--- config.mk ---
export PLATFORM = sky130hd
export DESIGN_NAME = strobed_out_port
export DESIGN_NICKNAME = d
export VERILOG_FILES = /design/src/rtl/spo_pkg.sv /design/src/rtl/spo_ctrl.sv /design/src/rtl/spo_hsk.sv /design/src/rtl/strobed_out_port.sv
export SDC_FILE = /design/constraint.sdc
export NUM_CORES = 1
export LEC_CHECK = 0
export ABC_AREA = 1
export BUFFER_PORTS_ARGS = -buffer_cell sky130_fd_sc_hd__buf_2
export CAP_MARGIN = 20
export CORE_UTILIZATION = 50
export DETAILED_ROUTE_END_ITERATION = 10
export PLACE_DENSITY = 0.77
export SYNTH_ARGS = -nofsm -noshare
export SYNTH_HDL_FRONTEND = slang
export SYNTH_SLANG_ARGS = --single-unit
--- constraint.sdc ---
create_clock -name clk -period 1.2 [get_ports clk]
set_input_delay 0.3 -clock clk [delete_from_list [all_inputs] [get_ports clk]]
set_output_delay 0.3 -clock clk [all_outputs]
set_load 0.01 [all_outputs]
--- src/rtl/spo_pkg.sv ---
package spo_pkg;

  typedef enum logic [1:0] {
    SEL_A    = 2'd0,
    SEL_B    = 2'd1,
    SEL_C    = 2'd2,
    SEL_CTRL = 2'd3
  } sel_e;

  typedef struct packed {
    logic act_a;   // port A strobed output
    logic act_b;   // port B strobed output
    logic c45_in;  // port C bits 5:4 are inputs
  } mode_t;

  localparam logic [2:0] BIT_INTE_A = 3'd6;
  localparam logic [2:0] BIT_INTE_B = 3'd2;
  localparam logic [2:0] BIT_GP0    = 3'd4;
  localparam logic [2:0] BIT_GP1    = 3'd5;

  function automatic mode_t decode_mode(input logic [7:0] w);
    mode_t m;
    m.act_a  = (w[6:5] == 2'b01) && !w[4];
    m.act_b  = w[2] && !w[1];
    m.c45_in = w[3];
    return m;
  endfunction

  function automatic logic [2:0] bsr_index(input logic [7:0] w);
    return w[3:1];
  endfunction

endpackage

--- src/rtl/spo_ctrl.sv ---
module spo_ctrl
  import spo_pkg::*;
(
  input  logic       clk,
  input  logic       rst_n,
  input  logic       ctrl_wr,
  input  logic [7:0] cword,
  output logic       mode_load,
  output mode_t      mode,
  output logic [1:0] inte,
  output logic [1:0] gp45
);

  logic       bsr_wr;
  logic [2:0] bsr_idx;

  assign mode_load = ctrl_wr && cword[7];
  assign bsr_wr    = ctrl_wr && !cword[7];
  assign bsr_idx   = bsr_index(cword);

  always_ff @(posedge clk or negedge rst_n) begin
    if (!rst_n) begin
      mode <= '{act_a: 1'b0, act_b: 1'b0, c45_in: 1'b1};
      inte <= 2'b00;
      gp45 <= 2'b00;
    end else if (mode_load) begin
      mode <= decode_mode(cword);
      inte <= 2'b00;
    end else if (bsr_wr) begin
      case (bsr_idx)
        BIT_INTE_A: inte[0] <= cword[0];
        BIT_INTE_B: inte[1] <= cword[0];
        BIT_GP0:    gp45[0] <= cword[0];
        BIT_GP1:    gp45[1] <= cword[0];
        default: ;
      endcase
    end
  end

  a_r7_inte_a_write: assert property (@(posedge clk) disable iff (!rst_n)
    (bsr_wr && bsr_idx == BIT_INTE_A) |=> (inte[0] == $past(cword[0])));
  a_r2_mode_clears_inte: assert property (@(posedge clk) disable iff (!rst_n)
    mode_load |=> (inte == 2'b00));
  a_r9_gp_stable: assert property (@(posedge clk) disable iff (!rst_n)
    !(bsr_wr && (bsr_idx == BIT_GP0 || bsr_idx == BIT_GP1)) |=> $stable(gp45));

endmodule

--- src/rtl/spo_hsk.sv ---
module spo_hsk #(
  parameter int DW = 8
) (
  input  logic          clk,
  input  logic          rst_n,
  input  logic          active,
  input  logic          mode_load,
  input  logic          wr_rise_sel,
  input  logic          wr_fall_sel,
  input  logic [DW-1:0] wdata,
  input  logic          ack_n,
  output logic [DW-1:0] data,
  output logic          obf_n,
  output logic          intr_q
);

  logic ack_d;
  logic ack_rise;

  assign ack_rise = !ack_d && ack_n;

  always_ff @(posedge clk or negedge rst_n) begin
    if (!rst_n) begin
      ack_d  <= 1'b1;
      data   <= '0;
      obf_n  <= 1'b1;
      intr_q <= 1'b0;
    end else begin
      ack_d <= ack_n;
      if (wr_rise_sel) data <= wdata;
      if (mode_load) begin
        obf_n  <= 1'b1;
        intr_q <= 1'b0;
      end else if (active) begin
        if (wr_rise_sel)  obf_n <= 1'b0;
        else if (!ack_n)  obf_n <= 1'b1;
        if (ack_rise)         intr_q <= 1'b1;
        else if (wr_fall_sel) intr_q <= 1'b0;
      end
    end
  end

  a_r4_obf_on_write: assert property (@(posedge clk) disable iff (!rst_n)
    (active && !mode_load && wr_rise_sel) |=> !obf_n);
  a_r5_ack_clears_obf: assert property (@(posedge clk) disable iff (!rst_n)
    (active && !mode_load && !ack_n && !wr_rise_sel) |=> obf_n);
  a_r6_intr_set: assert property (@(posedge clk) disable iff (!rst_n)
    (active && !mode_load && ack_rise) |=> intr_q);
  a_r6_intr_clear: assert property (@(posedge clk) disable iff (!rst_n)
    (active && !mode_load && wr_fall_sel && !ack_rise) |=> !intr_q);
  a_r2_mode_resets: assert property (@(posedge clk) disable iff (!rst_n)
    mode_load |=> (obf_n && !intr_q));
  a_r10_idle_hold: assert property (@(posedge clk) disable iff (!rst_n)
    (!active && !mode_load) |=> ($stable(obf_n) && $stable(intr_q)));
  a_r3_data_hold: assert property (@(posedge clk) disable iff (!rst_n)
    !wr_rise_sel |=> $stable(data));

endmodule

--- src/rtl/strobed_out_port.sv ---
module strobed_out_port
  import spo_pkg::*;
#(
  parameter int DW = 8
) (
  input  logic          clk,
  input  logic          rst_n,
  input  logic          wr_n,
  input  logic [1:0]    addr,
  input  logic [DW-1:0] wdata,
  input  logic          ack_a_n,
  input  logic          ack_b_n,
  output logic [DW-1:0] pa_out,
  output logic [DW-1:0] pb_out,
  output logic [7:0]    pc_out
);

  localparam int NPORT = 2;

  logic  wr_d;
  logic  wr_rise;
  logic  wr_fall;
  sel_e  sel;
  logic  mode_load;
  mode_t mode;
  logic [1:0] inte;
  logic [1:0] gp45;

  logic [NPORT-1:0]   act;
  logic [NPORT-1:0]   ack_n_v;
  logic [NPORT-1:0]   obf_n;
  logic [NPORT-1:0]   intr_q;
  logic [NPORT-1:0]   intr_vis;
  logic [DW-1:0]      pdata [NPORT];

  assign sel     = sel_e'(addr);
  assign wr_rise = !wr_d && wr_n;
  assign wr_fall = wr_d && !wr_n;

  always_ff @(posedge clk or negedge rst_n) begin
    if (!rst_n) wr_d <= 1'b1;
    else        wr_d <= wr_n;
  end

  spo_ctrl u_ctrl (
    .clk       (clk),
    .rst_n     (rst_n),
    .ctrl_wr   (wr_rise && sel == SEL_CTRL),
    .cword     (wdata[7:0]),
    .mode_load (mode_load),
    .mode      (mode),
    .inte      (inte),
    .gp45      (gp45)
  );

  assign act     = {mode.act_b, mode.act_a};
  assign ack_n_v = {ack_b_n, ack_a_n};

  for (genvar i = 0; i < NPORT; i++) begin : g_port
    spo_hsk #(.DW(DW)) u_hsk (
      .clk         (clk),
      .rst_n       (rst_n),
      .active      (act[i]),
      .mode_load   (mode_load),
      .wr_rise_sel (wr_rise && addr == 2'(i)),
      .wr_fall_sel (wr_fall && addr == 2'(i)),
      .wdata       (wdata),
      .ack_n       (ack_n_v[i]),
      .data        (pdata[i]),
      .obf_n       (obf_n[i]),
      .intr_q      (intr_q[i])
    );
    assign intr_vis[i] = intr_q[i] && inte[i];
  end

  assign pa_out = pdata[0];
  assign pb_out = pdata[1];

  always_comb begin
    pc_out    = 8'h00;
    pc_out[7] = obf_n[0];
    pc_out[3] = intr_vis[0];
    pc_out[1] = obf_n[1];
    pc_out[0] = intr_vis[1];
    if (!mode.c45_in) pc_out[5:4] = gp45;
  end

  a_r7_mask_a: assert property (@(posedge clk) disable iff (!rst_n)
    !inte[0] |-> !pc_out[3]);
  a_r7_mask_b: assert property (@(posedge clk) disable iff (!rst_n)
    !inte[1] |-> !pc_out[0]);
  a_r8_ack_bits_low: assert property (@(posedge clk) disable iff (!rst_n)
    (!pc_out[6] && !pc_out[2]));
  a_r9_input_dir_zero: assert property (@(posedge clk) disable iff (!rst_n)
    mode.c45_in |-> (pc_out[5:4] == 2'b00));

endmodule

==> metrics.md, run 1 <==
| Metric | Value |
|---|---|
| N_diodes | 0 |
| Placed cells | 215 |
| WP data required | 900 ps |
| Area Growth Syn to Fin | 25.46% |
| Synth Warn # | 0 |
| Worst min-delay path class | primary input to register |
| Post-route DRC | 0 |
| Multiplexer share of the synthesized area | 0 |
| Fmax | 738.4 MHz |
| Crit path launch type | register |
| Violated checks | setup timing |
| Core Area | 0.002522 mm^2 |
| Vias in the first global route | 1004 |
| First drt pass iteration count | 4 |
| Routed WL | 2871 um |
| Synth Area in Adders | 0 |
| Via count | 1133 |
| Status | complete, but fails checks |
| Mapped Cells | 153 |
| Met3 global-route usage | 0.07778 |
| Final Skew | 11.98 ps |
| # setup viols final | 6 |
| Fillers | 220 |
| Slowest cell delay on critical path | 560 ps |
| Synth Area in Simple Gates | 0.1987 |
| Initial Util | 0.5417 |
| Hold Path Origin | ack_a_n |
| Max H-tree Level | 2 |
| Busiest grt layer | met2 |
| Largest net degree at the start of global routing | 31 |
| I/O pin cnt | 39 |
| Max-slew violation count | 0 |
| Clock transition at path regs | 100 ps |
| Synth top area cells | dfrtp_1 (44%), nand2_1 (12%), dfstp_2 (12%) |
| Std-Cell Rows | 18 |
| CTS Sinks | 30 |
| Non-Filler Instances | 233 |
| Lkg Pwr | 0.9705 nW |
| Cts bufs inserted | 5 |
| Avg WL per Cell | 12.32 um |
| Syn_area_per_cell | 8.930 um^2 |
| Crit-path leading delay family | flip-flops |
| GRT overflow | 0 |
| CP Buf/Inv Count | 1 |
| Crit-path max FO | 3 |
| Hpwl dp | 1937 um |
| XOR/XNOR Fraction of Synth Area | 0 |
| Clk Latency, worst-skew pair | 330 ps |
| CTS tree | yes |
| CTS root buffer | clkbuf_4 |
| Worst hold endpoint | g_port[0].u_hsk.ack_d |
| Share of layout cells above drive strength 1 | 0.3744 |
| Maximum vdd drop | 0.001056 V |
| Met2 usage | 0.3333 |
| Pwr dens | 1504 mW/mm^2 |
| Critical path class | register to output pin |
| Number of max-cap violations | 0 |
| Post-synthesis register bit count | 30 |
| Period utilization | 1.129 |
| DRT iter0 DRCs | 24 |
| Final min period | 1354 ps |
| Share of the synthesized area in compound gates (AO/OA/AOI/OAI) | 0.1310 |
| Post-route setup slack | -154.3 ps |
| NumNets Final | 217 |
| Clock buffer depth | 2 |
| Critical path, cell by cell | nor2_1 -> buf_2 |
| Largest area contributor in the netlist | dfrtp_1 |
| Worst path slowest cell | dfstp_2 |
| Most common cell after layout, fill and taps aside | nand2_1 |
| Global-route wire length before repair | 4464 um |
| Die Height | 54.28 um |
| Hold Crit Depth | 1 |
| Die ar. | 0.002946 mm^2 |
| Antenna violations before repair | 0 |
| Cell variety after synth | 21 |
| FF-to-FF End | u_ctrl.mode[2] |
| R2R Setup Slk | 90 ps |
| Reg2Reg Depth | 3 |
| Global placement routability congestion | 0.7413 |
| Routed Antenna Nets | 0 |
| Unrepaired setup endpoints after global routing | yes |
| Worst Setup End Kind | output pin |
| Sequential area share after synthesis | 0.5549 |
| Largest family of logic cells by synthesized area | simple AND/OR/NAND/NOR gates |
| Vias/cell | 4.863 |
| Global router's overall resource usage | 0.2267 |
| Hold Vio Cnt, Final | 0 |
| Die Wd | 54.28 um |
| Final Core Density | 0.6796 |
| Most frequent cells in the layout | nand2_1 (43), buf_2 (34), dfrtp_1 (24) |
| Worst r2r src | wr_d |
| Syn Std Cell Area | 0.001366 mm^2 |
| GR Layer Usage met1 | 0.2998 |
| I/O Buffers | 36 |
| CP arrival | 1050 ps |
| Yosys top cell area share | 0.4396 |
[final cells by class]
type,count,area [um^2],share of cell area
flip-flops and latches,30,758.2,0.4423
repair buffers,48,285.3,0.1664
multi-input cells,93,483.0,0.2818
clock inverters,1,5.005,0.002920
inverters,24,90.09,0.05255
well taps,30,37.54,0.02190
clock buffers,7,55.05,0.03212
[layer usage]
layer,share of wire,wire (um)
met5,0,0
met2,0.48,1380
met1,0.44,1268
met3,0.061,175
met4,0.016,47
[synthesized netlist by cell type, drive strengths merged]
cell type  instances
o211ai             1
nor2              12
a21oi              1
o21ai             21
o21a               2
inv               24
nand2             45
nor3               1
a21boi             1
dfrtp             24
conb               1
nand3              7
buf                7
dfstp              6
[per-stage QoR]
stage | setup WS [ps] | power, mW | instance area, um^2 | setup TNS, ps | hold slack (ps)
floorplan | 163.0 | 1.633 | 1370 | 0 | 4.409
global placement | 37.66 | 1.833 | 1539 | 0 | 325.1
detailed placement | -3.432 | 1.854 | 1539 | -10.03 | 329.0
CTS | -164.9 | 2.513 | 1637 | -622.0 | 54.18
global route | -194.4 | 2.733 | 1714 | -851.4 | 46.75
finish | -154.3 | 2.579 | 1714 | -565.2 | 63.22
[timing repair]
item                                   CTS  global route
resized for setup                        2             5
buffers inserted                         2             7
pin swaps                                3             0
hold buffers                             1             0
setup endpoints to repair                6            34
endpoints found under the hold margin   24             0
[where the power goes]
part	internal, mW	total (mW)	switching (mW)	leakage (nW)
clock	0.283	0.629	0.345	0.0353
combinational	0.312	0.652	0.339	0.575
sequential	1.20	1.30	0.102	0.360
[flip-flops by register name, indices dropped and copies added, names as in the netlist]
| name | cells |
|---|---|
| g_port.u_hsk.intr_q | 2 |
| u_ctrl.inte | 2 |
| wr_d | 1 |
| u_ctrl.gp45 | 2 |
| g_port.u_hsk.obf_n | 2 |
| g_port.u_hsk.data | 16 |
| g_port.u_hsk.ack_d | 2 |
| u_ctrl.mode | 3 |
[worst max-delay path by stage]
stage	startpoint	to	slack, ps	depth (start not counted)
after global placement	wr_n	u_ctrl.mode[1]	40	5
final	u_ctrl.mode[0]	pc_out[5]	-150	2
after detailed placement	wr_n	u_ctrl.mode[1]	-3	5
after CTS	u_ctrl.mode[0]	pc_out[5]	-160	2
after floorplan	wr_d	u_ctrl.inte[0]	160	5
after global routing	u_ctrl.mode[0]	pc_out[4]	-190	2
[kinds of logic (layout without fill, tap and decap cells)]
group,Yosys count,in the layout
AOI/OAI and AO/OA,26,26
other,1,2
DFF,30,30
and+or+nand+nor,65,65
buffers and inverters,31,80
Note: power is estimated with default switching activity, not from simulation.
==> run 2: changes to the inputs <==
--- a/config.mk
+++ b/config.mk
@@ -13,2 +13,3 @@
 export PLACE_DENSITY = 0.77
+export RECOVER_POWER = 100
 export SYNTH_ARGS = -nofsm -noshare
==> constraint.sdc (replaced) <==
create_clock -name clk -period 1.2 [get_ports clk]
set_input_delay 0.24 -clock clk [delete_from_list [all_inputs] [get_ports clk]]
set_output_delay 0.24 -clock clk [all_outputs]
set_load 0.01 [all_outputs]
==> metrics.md, run 2 (synthesis gave the netlist of run 1 again) <==
| Metric | Value |
|---|---|
| Status | complete, but fails checks |
| Violated checks | setup timing |
| Most frequent cells in the layout | nand2_1 (45), dfrtp_1 (24), inv_1 (23) |
| Clock transition at path regs | 90 ps (about the same) |
| Fillers | 240 (+9.1%) |
| Initial Util | 0.5417 (unchanged) |
| Std-Cell Rows | 18 (unchanged) |
| Clock buffer depth | 2 (unchanged) |
| GRT overflow | 0 (unchanged) |
| DRT iter0 DRCs | 23 (-4.2%) |
| Max-slew violation count | 0 (unchanged) |
| WP data required | 960 ps (+60 ps) |
| Share of layout cells above drive strength 1 | 0.2475 (-0.1269) |
| Lkg Pwr | 0.8737 nW (-10%) |
| Hpwl dp | 1970 um (+1.7%) |
| Maximum vdd drop | 0.001547 V (+46%) |
| NumNets Final | 212 (-2.3%) |
| Period utilization | 1.071 (-0.05799) |
| CP arrival | 1040 ps (about the same) |
| Pwr dens | 1596 mW/mm^2 (+6.1%) |
| Post-route setup slack | -84.70 ps (+69.59 ps) |
| Multi-input gate area | 452.9 um^2 (-6.2%) |
| Fmax | 778.4 MHz (+5.4%) |
| Post-route DRC | 0 (unchanged) |
| Worst r2r src | wr_d |
| Non-Filler Instances | 228 (-2.1%) |
| Routed Antenna Nets | 0 (unchanged) |
| R2R Setup Slk | 20 ps (-70 ps) |
| Hold Crit Depth | 1 (unchanged) |
| Routed WL | 2678 um (-6.7%) |
| Max H-tree Level | 2 (unchanged) |
| Cts bufs inserted | 5 (unchanged) |
| Die ar. | 0.002946 mm^2 (unchanged) |
| CTS Sinks | 30 (unchanged) |
| Vias/cell | 4.829 (-0.69%) |
| # setup viols final | 4 (-2) |
| Final Skew | 4.453 ps (-7.529 ps) |
| Vias in the first global route | 1037 (+3.3%) |
| FF-to-FF End | u_ctrl.inte[1] |
| Worst hold endpoint | g_port[1].u_hsk.ack_d |
| Biggest regs | g_port.u_hsk.data: 16 flops, u_ctrl.mode: 3 flops |
| Via count | 1101 (-2.8%) |
| Global-route wire length before repair | 4526 um (+1.4%) |
| Crit path from | u_ctrl.mode[0] |
| Largest net degree at the start of global routing | 18 (-42%) |
| Worst Setup End Kind | output pin |
| Avg WL per Cell | 11.75 um (-4.7%) |
| CTS root buffer | clkbuf_4 |
| First drt pass iteration count | 4 (unchanged) |
| Global router's overall resource usage | 0.2259 (-0.0007490) |
| Final Cell Area | 0.001645 mm^2 (-4.0%) |
| Die Height | 54.28 um (unchanged) |
| Clk Latency, worst-skew pair | 330 ps (about the same) |
| Hold Vio Cnt, Final | 0 (unchanged) |
| Worst hold slack | 25.04 ps (-38.17 ps) |
| I/O pin cnt | 39 (unchanged) |
| Critical path class | register to output pin |
| Area Growth Syn to Fin | 20.42% |
| Final TNS setup | -204.5 ps (+360.7 ps) |
| Core Area | 0.002522 mm^2 (unchanged) |
| Most common cell after layout, fill and taps aside | nand2_1 |
| Hold Path Origin | ack_b_n |
| I/O Buffers | 36 (unchanged) |
| Dpl cell area | 0.001584 mm^2 (+2.9%) |
| Number of max-cap violations | 0 (unchanged) |
| Placed cells | 216 (+0.47%) |
| Final min period | 1285 ps (-69.59 ps) |
| Antenna violations before repair | 0 (unchanged) |
| Crit-path max FO | 3 (unchanged) |
| N_diodes | 0 (unchanged) |
| Reg2Reg Depth | 4 (+1) |
| Crit path launch type | register |
| Unrepaired setup endpoints after global routing | yes |
| Max reg flops | 16 (unchanged) |
| Global placement routability congestion | 0.7942 (+7.1%) |
| Place WS | 10.15 ps (+13.58 ps) |
| Die Wd | 54.28 um (unchanged) |
| CTS tree | yes |
| Reg area | 758.2 um^2 (unchanged) |
| Top reg by flops | g_port.u_hsk.data |
| Worst min-delay path class | primary input to register |
-- run 2: how the worst max path moves through the flow --
stage | cells after the start | end | slack (ps)
6_report | 2 | pc_out[4] | -80
5_1_grt | 2 | pc_out[4] | -130
4_1_cts | 2 | pc_out[4] | -90
3_5_place_dp | 8 | g_port[1].u_hsk.obf_n | 10
3_3_place_gp | 8 | g_port[1].u_hsk.obf_n | 50
2_1_floorplan | 5 | u_ctrl.inte[0] | 160
-- run 2: per-stage QoR --
step / power (mW) / util
after floorplan: 1.633 / -
after global placement: 1.843 / 0.6280
after detailed placement: 1.863 / 0.6280
after CTS: 2.671 / 0.6716
after global routing: 2.785 / 0.6523
final: 2.625 / 0.6523
-- run 2: timing repair --
| action | in CTS | in global routing |
|---|---|---|
| resized for setup | 2 | 1 |
| hold buffers | 2 | 0 |
| setup buffers | 0 | 2 |
| hold endpoints to repair | 13 | 0 |
| endpoints found under the setup margin | 5 | 12 |
| pin swaps | 3 | 1 |
-- run 2: metal layers --
metal / routed length [um] / GRT usage / up-vias
met4: 40 / 0.09402 / 0
met5: 0 / 0 / -
li1: - / - / 559
met3: 172 / 0.08889 / 5
met1: 1271 / 0.2837 / 504
met2: 1194 / 0.3455 / 33
-- run 2: final cells by class --
type,instances,area share
Sequential cell,30,0.4608
Multi-Input combinational cell,93,0.2753
Timing Repair Buffer,43,0.1392
Inverter,24,0.05475
Clock inverter,3,0.02433
Clock buffer,5,0.02281
Tap cell,30,0.02281
-- run 2: power breakdown --
| group | internal (mW) | leakage [nW] | switching [mW] |
|---|---|---|---|
| Clock | 0.431 | 0.0450 | 0.357 |
| Sequential | 1.20 | 0.360 | 0.101 |
| Combinational | 0.230 | 0.469 | 0.310 |
| Total | 1.86 | 0.874 | 0.768 |
-- run 2: worst max-delay path, stage by stage, from the launching register on --
cell	delay, ps
dfstp_2	550
nor2_1	40
buf_2	130
==> run 3: changes to the inputs <==
CORE_UTILIZATION = 35   (was 50)
PLACE_DENSITY = 0.57   (was 0.77)
SYNTH_HIERARCHICAL = 1   (was unset)
==> metrics.md, run 3 <==
| Metric | Value |
|---|---|
| Hold Crit Depth | 1 (unchanged) |
| Routed Antenna Nets | 0 (unchanged) |
| Share of layout cells above drive strength 1 | 0.2944 (+0.04690) |
| Maximum vdd drop | 0.0007634 V (-51%) |
| Most common cell after layout, fill and taps aside | nand2_1 |
| Worst r2r src | wr_d |
| Post-synthesis register bit count | 30 (unchanged) |
| NumNets Final | 245 (+16%) |
| DRT iter0 DRCs | 20 (-13%) |
| Via count | 1200 (+9.0%) |
| Critical path class | register to register |
| Unrepaired setup endpoints after global routing | yes |
| Top reg by flops | g_port.u_hsk/data |
| Worst hold endpoint | g_port[1].u_hsk/ack_d |
| Die Height | 64.91 um (+20%) |
| Hold Path Origin | ack_b_n |
| Die ar. | 0.004213 mm^2 (+43%) |
| Lkg Pwr | 0.9896 nW (+13%) |
| Worst Setup End Kind | register |
| Top_reg_cell synth | dfrtp_1 |
| Worst min-delay path class | primary input to register |
| Syn Std Cell Area | 0.001385 mm^2 (+1.4%) |
| N_diodes | 0 (unchanged) |
| Core Area | 0.003716 mm^2 (+47%) |
| Antenna violations before repair | 0 (unchanged) |
| Reg2Reg Depth | 9 (+5) |
| Period utilization | 1.054 (-0.01647) |
| Place WS | -410.6 ps (-420.7 ps) |
| Crit-path leading delay family | flip-flops |
| Crit path launch type | register |
| Max reg flops | 16 (unchanged) |
| Largest area contributor in the netlist | dfrtp_1 |
| Post-route setup slack | -64.93 ps (+19.77 ps) |
| Slowest cell delay on critical path | 530 ps (-20 ps) |
| I/O Buffers | 36 (unchanged) |
| Cell variety after synth | 18 (-14%) |
| Mapped Cells | 176 (+15%) |
| CTS root buffer | clkbuf_8 |
| Critical path, cell by cell | inv_2 -> nand2_4 -> buf_6 -> nor2_4 -> nand2_4 -> inv_6 -> buf_4 -> nand2_2 -> nand2_2 |
| Sequential area share after synthesis | 0.5474 (-0.007520) |
| R2R Setup Slk | -60 ps (-80 ps) |
| Final Skew | 4.128 ps (-0.3250 ps) |
| Worst path slowest cell | dfstp_2 |
| Max-slew violation count | 0 (unchanged) |
| Post-route DRC | 0 (unchanged) |
| Avg WL per Cell | 10.91 um (-7.1%) |
| Initial Util | 0.3727 (-0.1689) |
| Most frequent cells after synthesis | nand2_1 (58), inv_1 (39), dfrtp_1 (24) |
| Headroom to the max-slew limit | 0.4785 |
| Hpwl dp | 2097 um (+6.5%) |
| CP arrival | 1480 ps (+440 ps) |
| Post-synth EDFFs | 0 (unchanged) |
| Routed WL | 3044 um (+14%) |
| Violated checks | setup timing |
| Die Wd | 64.91 um (+20%) |
| Final TNS setup | -367.1 ps (-162.7 ps) |
| FF-to-FF End | u_ctrl/mode[0] |
| Ys async rst share | 1.000 (unchanged) |
| Std-Cell Rows | 22 (+4) |
| Final min period | 1265 ps (-19.77 ps) |
| I/O pin cnt | 39 (unchanged) |
| CTS tree | yes |
| Synth Warn # | 6 (+6) |
| Vias in the first global route | 1137 (+9.6%) |
| Clock buffer depth | 2 (unchanged) |
| Crit-path max FO | 8 (+5) |
| Pwr dens | 1507 mW/mm^2 (-5.5%) |
| Syn_area_per_cell | 7.870 um^2 (-12%) |
| Vias/cell | 4.301 (-11%) |
| WP data required | 1420 ps (+460 ps) |
| Yosys top cell area share | 0.4336 (-0.005956) |
| Area Growth Syn to Fin | 37.31% |
| Largest net degree at the start of global routing | 19 (+1) |
| Global router's overall resource usage | 0.1635 (-0.06242) |
| Global placement routability congestion | 0.7767 (-2.2%) |
| Fmax | 790.6 MHz (+1.6%) |
| Most frequent cells in the layout | nand2_1 (53), inv_1 (35), dfrtp_1 (24) |
| CP Buf/Inv Count | 4 (+3) |
| First drt pass iteration count | 4 (unchanged) |
| CTS Sinks | 30 (unchanged) |
| Hold Vio Cnt, Final | 0 (unchanged) |
| Clk Latency, worst-skew pair | 280 ps (-50 ps) |
| Synth top area cells | dfrtp_1 (43%), nand2_1 (16%), dfstp_2 (11%) |
| Clock transition at path regs | 60 ps (-30 ps) |
| Worst slew pin tran | 782.2 ps |
| GRT overflow | 0 (unchanged) |
| Max H-tree Level | 2 (unchanged) |
| Cts bufs inserted | 5 (unchanged) |
| # setup viols final | 10 (+6) |
| Number of max-cap violations | 0 (unchanged) |
| Status | complete, but fails checks |
| Biggest regs | g_port.u_hsk/data: 16 flops, u_ctrl/mode: 3 flops |
| Cell with the most instances after synthesis | nand2_1 |
| Global-route wire length before repair | 5092 um (+13%) |
run 3: power breakdown:
group | internal, mW | leakage, nW | switching (mW) | total (mW)
combinational | 0.226 | 0.572 | 0.324 | 0.550
clock | 0.610 | 0.0579 | 0.377 | 0.987
sequential | 1.21 | 0.360 | 0.116 | 1.33
run 3: final cells by class:
type	count	area [um^2]
clock buffers	5	68.82
clock inverters	3	40.04
fillers	383	1814
inverters	41	163.9
multi-input cells	102	516.7
flip-flops and latches	30	758.2
well taps	48	60.06
repair buffers	50	294.0
run 3: timing repair:
item | CTS | global route
hold buffers | 1 | 0
buffers inserted | 6 | 3
hold endpoints to repair | 9 | 0
pin swaps | 11 | 9
gates resized for setup | 19 | 20
endpoints found under the setup margin | 29 | 29
run 3: how the worst max path moves through the flow:
| stage | start | endpoint | cells past startpoint |
|---|---|---|---|
| detailed placement | addr[1] | g_port[1].u_hsk/data[6] | 5 |
| finish | wr_d | u_ctrl/mode[0] | 9 |
| floorplan | wr_d | g_port[0].u_hsk/intr_q | 8 |
| global placement | addr[1] | g_port[1].u_hsk/data[3] | 5 |
| global route | wr_d | g_port[0].u_hsk/intr_q | 9 |
| CTS | wr_d | g_port[1].u_hsk/intr_q | 9 |
run 3: stage by stage:
stage	std cells	area (um^2)	total power [mW]	util	hold WS, ps
after floorplan	177	1389	1.598	-	-55.59
after global placement	262	1642	1.854	0.4418	155.2
after detailed placement	262	1642	1.861	0.4418	159.6
after CTS	277	1877	2.895	0.5051	72.35
after global routing	279	1902	3.056	0.5118	61.57
final	279	1902	2.866	0.5118	70.21
run 3: worst register-to-register path, stage by stage, from the launching register on:
cell and delay (ps):
dfstp_2 530, inv_2 40, nand2_4 60, buf_6 100, nor2_4 40, nand2_4 140
inv_6 60, buf_4 130, nand2_2 50, nand2_2 50
run 3: cells by family after synthesis:
family                 after synthesis  share of synthesized area
buffers and inverters               45                     0.1382
DFF                                 30                     0.5474
other                                1                   0.002707
and+or+nand+nor                     82                     0.2448
AOI/OAI and AO/OA                   18                    0.06685
run 3: per-layer routing:
| layer | wire (um) | vias up | GRT usage |
|---|---|---|---|
| li1 | - | 621 | - |
| met1 | 1469 | 548 | 0.2091 |
| met2 | 1402 | 27 | 0.2526 |
| met3 | 129 | 4 | 0.05282 |
| met4 | 42 | 0 | 0.06667 |
| met5 | 0 | - | 0 |
